<file path="src/rtl/colsum_mult.sv">
module colsum_mult #(
  parameter int OPW     = 4,
  parameter bit REG_OUT = 1'b1
) (
  input  logic             clk,
  input  logic             rst,
  input  logic [OPW-1:0]   a,
  input  logic [OPW-1:0]   b,
  output logic [2*OPW-1:0] prod
);
  localparam int PW  = 2 * OPW;
  localparam int NC  = 2 * OPW - 1;
  localparam int CW  = $clog2(OPW + 1);
  localparam int GW  = 4;
  localparam int NG  = (PW + GW - 1) / GW;

  logic [OPW-1:0] pp [OPW];
  logic [CW-1:0]  col [NC];
  logic [PW-1:0]  row0, row1, row2;
  logic [PW-1:0]  sv, cv, maj;
  logic [PW-1:0]  g, p;
  logic [PW:0]    cy;
  logic [PW-1:0]  sum_w;
  logic           cout_w;

  for (genvar i = 0; i < OPW; i++) begin : g_and_row
    for (genvar j = 0; j < OPW; j++) begin : g_and_bit
      assign pp[i][j] = a[i] & b[j];
    end
  end

  always_comb begin
    for (int k = 0; k < NC; k++) begin
      col[k] = '0;
      for (int i = 0; i < OPW; i++)
        for (int j = 0; j < OPW; j++)
          if (i + j == k) col[k] = col[k] + CW'(pp[i][j]);
    end
  end

  always_comb begin
    row0 = '0;
    row1 = '0;
    row2 = '0;
    for (int k = 0; k < NC; k++) begin
      row0[k] = col[k][0];
      if (CW > 1 && k + 1 < PW) row1[k+1] = col[k][1 % CW];
      if (CW > 2 && k + 2 < PW) row2[k+2] = col[k][2 % CW];
    end
  end

  assign sv  = row0 ^ row1 ^ row2;
  assign maj = (row0 & row1) | (row0 & row2) | (row1 & row2);
  assign cv  = {maj[PW-2:0], 1'b0};

  assign g = sv & cv;
  assign p = sv ^ cv;

  always_comb begin
    logic [NG:0]   gc;
    logic [NG-1:0] gg, gp;
    logic          t, acc;
    int            base, top;
    for (int q = 0; q < NG; q++) begin
      base = q * GW;
      top  = (base + GW > PW) ? PW : base + GW;
      acc  = 1'b0;
      t    = 1'b1;
      for (int j = base; j < top; j++) begin
        acc = g[j] | (p[j] & acc);
        t   = t & p[j];
      end
      gg[q] = acc;
      gp[q] = t;
    end
    gc[0] = 1'b0;
    for (int q = 0; q < NG; q++) gc[q+1] = gg[q] | (gp[q] & gc[q]);
    cy = '0;
    for (int q = 0; q < NG; q++) begin
      base = q * GW;
      top  = (base + GW > PW) ? PW : base + GW;
      for (int i = base; i <= top; i++) begin
        acc = 1'b0;
        for (int j = base; j < i; j++) begin
          t = g[j];
          for (int m = j + 1; m < i; m++) t = t & p[m];
          acc = acc | t;
        end
        t = gc[q];
        for (int m = base; m < i; m++) t = t & p[m];
        if (i == top) cy[i] = gc[q+1];
        else          cy[i] = acc | t;
      end
    end
  end

  assign sum_w  = p ^ cy[PW-1:0];
  assign cout_w = cy[PW];

  if (REG_OUT) begin : g_reg
    always_ff @(posedge clk) begin
      if (rst) prod <= '0;
      else     prod <= sum_w;
    end
  end else begin : g_comb
    assign prod = sum_w;
  end
endmodule


</file>
<file path="config.mk">
export PLATFORM = sky130hd
export DESIGN_NAME = colsum_mult
export DESIGN_NICKNAME = d
export VERILOG_FILES = /design/src/rtl/colsum_mult.sv
export SDC_FILE = /design/constraint.sdc
export NUM_CORES = 1
export LEC_CHECK = 0
export BUFFER_PORTS_ARGS = -buffer_cell sky130_fd_sc_hd__buf_2
export CAP_MARGIN = 40
export CORE_MARGIN = 2
export CORE_UTILIZATION = 50
export CTS_CLUSTER_SIZE = 10
export DETAILED_ROUTE_END_ITERATION = 10
export GPL_TIMING_DRIVEN = 0
export PLACE_DENSITY = 0.74
export SETUP_SLACK_MARGIN = 0.05
export SKIP_CTS_REPAIR_TIMING = 1
export SLEW_MARGIN = 20
export SYNTH_ARGS = -nofsm -noshare
export SYNTH_HDL_FRONTEND = slang
export SYNTH_SLANG_ARGS = --single-unit
</file>
<file path="constraint.sdc">
create_clock -name clk -period 3.4 [get_ports clk]
set_input_delay 0.51 -clock clk [delete_from_list [all_inputs] [get_ports clk]]
set_output_delay 0.51 -clock clk [all_outputs]
set_load 0.05 [all_outputs]
</file>
Word level (Yosys, flattened, before mapping)

Cells that the tools add are included.
Widths: inputs -> output; s select.

Input bits: 10
Register bits: 8
Word-level logic and storage cells: 58

Bitwise gates (word level): 48
Add/sub/neg operators: 9

Operators by type and width:

| operator    | count |
|---|---|
| $and 7x7->7 | 4 |
| $and 1x1->1 | 27 |
| $or 7x7->7  | 2 |
| $xor 7x7->7 | 2 |
| $or 1x1->1  | 11 |
| $add 1x1->2 | 5 |
| $add 2x1->3 | 3 |
| $xor 7x8->8 | 1 |
| $xor 8x8->8 | 1 |
| $add 3x1->3 | 1 |

Longest topological paths before layout

Depth after elaboration: 19
Mapped depth: 11

Worst setup path after synthesis

No wires, ideal clock.

Path kind: in2reg
Start: input port a[3]
End: register prod[7]
Setup time: 0.123 ns
Required time: 3.277 ns
Stages on the path: 11
Slack: 0.416 ns
Arrival: 2.860 ns
Cells stage by stage: and2_1 > fa_1 > ha_1 > ha_1 > inv_1 > fa_1 > inv_1 > ha_1 > a31oi_1 > o21ai_1 > mux2_1

Longest elaborated chain between the ends: 12
Elaborated cells on any way between the ends: 28
Classes of those cells: add/sub: 3; bitwise: 25

Ends and longest elaborated chain:

| what                                                          | RTL line | text |
|---|---|---|
| from (decl)                                                   | 7        | `input logic [OPW-1:0] a,` |
| $and 1x1->1                                                   | 28       | `assign pp[i][j] = a[i] & b[j];` |
| $add 3x1->3 / $add 2x1->3 (equally long branches)             | 37       | `if (i + j == k) col[k] = col[k] + CW'(pp[i][j]);` |
| $and 7x7->7 / $xor 7x7->7 (equally long branches)             | 53, 52   |  |
| $or 7x7->7 / $xor 7x7->7 (equally long branches)              | 53, 52   |  |
| $or 7x7->7 / $xor 7x8->8 (equally long branches)              | 53, 57   |  |
| $and 7x7->7, or another cell as far along                     | 56       | `assign g = sv & cv;` |
| $and 1x1->1 / $or 1x1->1 (equally long branches)              | 86, 70   |  |
| $and 1x1->1, on equally long branches                         | -        |  |
| $or 1x1->1 / $and 1x1->1 (equally long branches) (2 in a row) | 87, 90   |  |
| $or 1x1->1                                                    | 92       | `else cy[i] = acc \| t;` |
| $xor 8x8->8 *                                                 | 97       | `assign sum_w = p ^ cy[PW-1:0];` |
| to (signal assigned)                                          | 103      | `else prod <= sum_w;` |
| to (decl)                                                     | 9        | `output logic [2*OPW-1:0] prod` |

Every way passes the cells marked *; elsewhere a longest branch is shown, timed or not.
A chain may end at the register's enable or synchronous reset.

Worst setup path after layout

Same ends and word-level chain as after synthesis.

==> summary.md <==
| Metric | Value |
|---|---|
| Status | complete, but fails checks |
| Failing checks | DRC |
| RSZ-0062 raised after global routing | false |
| Area Growth Syn to Fin | 18.23% |
| Fin. max-slew vios | 0 |
| Max Cap Viol | 0 |
| Clk sinks | 8 |
| Die width | 40.49 µm |
| Cells after Synth | 72 |
| Root Buffer | clkbuf_4 |
| Antenna violations before repair | 0 |
| First-pass GRT wire length | 1.738 mm |
| Clock buffer depth | 2 |
| Crit. End Element | flip-flop |
| Maximum VDD drop | 0.1308 mV |
| Period utilization | 87.37% |
| Crit-path max FO | 4 |
| Boundary pin count | 18 |
| Post-synthesis sequential area ratio | 24.06% |
| Post-synth cell types | 16 |
| Crit path kind | primary input to flip-flop |
| Starting Density | 52.47% |
| Via count | 497 |
| Cell Pwr Density | 384.1 nW/µm² |
| Max reg flops | 8 |
| Dpl hpwl | 898.1 µm |
| Net Count, Synth | 101 |
| Total wire length | 1.040 mm |
| Design area | 787.0 µm² |
| Max-slew headroom | 83.16% |
| Crit-path cells | buf_2 > and2_1 > fa_1 > ha_1 > ha_1 > ha_1 > ha_1 > ha_1 > a21oi_1 > o21ai_1 > mux2_1 |
| Least-Margin Pin Slew | 0.2543 ns |
| Req. time, crit path | 3.53 ns |
| Avg Cell Area, Syn | 9.245 µm² |
| Core Region | 1269 µm² |
| Starting DRT DRC Count | 4 |
| F_max | 0.3366 GHz |
| Top flop regs | prod x8 |
| Layout cells sized above 1 | 21.98% |
| Pleak | 0.0004406 µW |
| Total CTS buffers | 3 |
| Total Routing Usage GR | 16.48% |
| Final Hold Fails | 0 |
| Mapped Area | 665.6 µm² |
| Input/output buffers | 16 |
| Worst hold path class | primary input to flip-flop |
| Via density | 4.689 |
| Die Area | 1639 µm² |
| Detail Route Antenna Nets | 0 |
| Synthesis warning total | 0 |
| RePlAce Congestion | 0.6553 |
| DRC Markers | 1 |
| Startpoint types | primary input |
| Slowest-stage cell, CP | fa_1 |
| Die Height | 40.49 µm |
| FP Rows | 13 |
| Most used cell, CP | ha_1 |
| DP Area | 764.5 µm² |
| Clock-pin slew on the worst setup and hold paths | 0.05 ns |
| Largest net degree at the start of global routing | 10 |
| Setup TNS | 0 ns |
| Reg with most FFs | prod |
| Vias in the first global route | 426 |
| Overflow after GRT | 0 |
| Wire per inst | 9.811 µm |
| Pre-antenna DRT Iters | 8 |
| Final setup viols | 0 |
| Net count, final | 122 |
| CTS tree | built |
| Tmin final | 2.971 ns |
| Arr. time, crit path | 3.10 ns |
| Yosys reg bits | 8 |
| Diode count | 0 |
| Slowest cell delay on critical path | 0.47 ns |
| H-Tree Depth | 1 |
==> routing by layer <==
| metal | up-vias | track usage [%] | share of wire [%] |
|---|---|---|---|
| li1 | 266 | - | - |
| met1 | 213 | 21.48 | 48 |
| met2 | 16 | 24.60 | 46 |
| met3 | 2 | 3.333 | 4.2 |
| met4 | 0 | 10.00 | 1.8 |
| met5 | - | 0 | 0 |
==> through the flow <==
step / hold WS [ns] / utilization (%) / setup WS [ns] / total power [µW] / std cells
after floorplan: 0.6238 / - / 0.4164 / 205.0 / 72
after global placement: 0.7711 / 60.26 / 0.2173 / 231.4 / 103
after detailed placement: 0.7821 / 60.26 / 0.1769 / 234.6 / 103
after CTS: 0.5256 / 62.03 / 0.4126 / 306.4 / 106
after global routing: 0.5404 / 62.03 / 0.2754 / 326.5 / 106
final: 0.5232 / 62.03 / 0.4293 / 302.3 / 106
==> critical path: cells and delay by family <==
family	cells	cell delay (ns)
fa+ha+maj	6	1.76
mux	1	0.30
compound gates	2	0.26
simple gates	1	0.17
buf+inv	1	0.12
==> layout by cell type (no fill, tap or decap), drive strengths merged, types with 2 or more instances in the layout <==
master and n:
dfxtp 8, o21a 2, nor2 4, clkbuf 3, and2 9, buf 17
nor2b 4, nand2 7, ha 14, nor3 2, inv 11, fa 5
==> kinds of logic (layout without fill, tap and decap cells) <==
| family | after synthesis | after routing | synth area share [%] |
|---|---|---|---|
| AND/OR/NAND/NOR | 26 | 26 | 19.92 |
| adder cells (fa/ha/maj) | 19 | 19 | 41.35 |
| buffers and inverters | 12 | 31 | 6.954 |
| flip-flops | 8 | 8 | 24.06 |
| AO/OA/AOI/OAI | 5 | 5 | 4.698 |
| XOR/XNOR | 1 | 1 | 1.316 |
| multiplexers | 1 | 1 | 1.692 |
==> path summary, 6_finish.rpt <==
| path | startpoint | end | slack [ns] | cells after the start |
|---|---|---|---|---|
| worst max-delay path | a[3] | prod[7]$_SDFF_PP0_ | 0.43 | 11 |
| worst min-delay path | b[0] | prod[0]$_SDFF_PP0_ | 0.52 | 3 |
==> area by class of cell <==
type | count | area (µm²)
repair buffers | 16 | 80.08
inverters | 11 | 41.29
flip-flops and latches | 8 | 160.2
clock buffers | 3 | 22.52
fillers | 114 | 481.7
plain buffers | 1 | 5.005
well taps | 15 | 18.77
multi-input cells | 52 | 459.2
==> Yosys cell counts, drive strengths merged <==
cell | count | area (µm²)
nor2b | 4 | 25.02
mux2 | 1 | 11.26
buf | 1 | 5.000
a21oi | 1 | 5.000
fa | 5 | 100.1
nand2 | 7 | 26.28
nor2 | 4 | 15.01
o21ai | 1 | 5.000
a31oi | 1 | 6.260
dfxtp | 8 | 160.2
and2 | 9 | 56.30
ha | 14 | 175.2
o21a | 2 | 15.01
inv | 11 | 41.29
xor2 | 1 | 8.760
nor3 | 2 | 10.01
==> power breakdown <==
part,switching [µW],total [µW],internal [µW]
Combinational,83.8,125,41.7
Clock,29.7,69.9,40.2
Sequential,1.90,107,105
(Power assumes the default switching activity.)
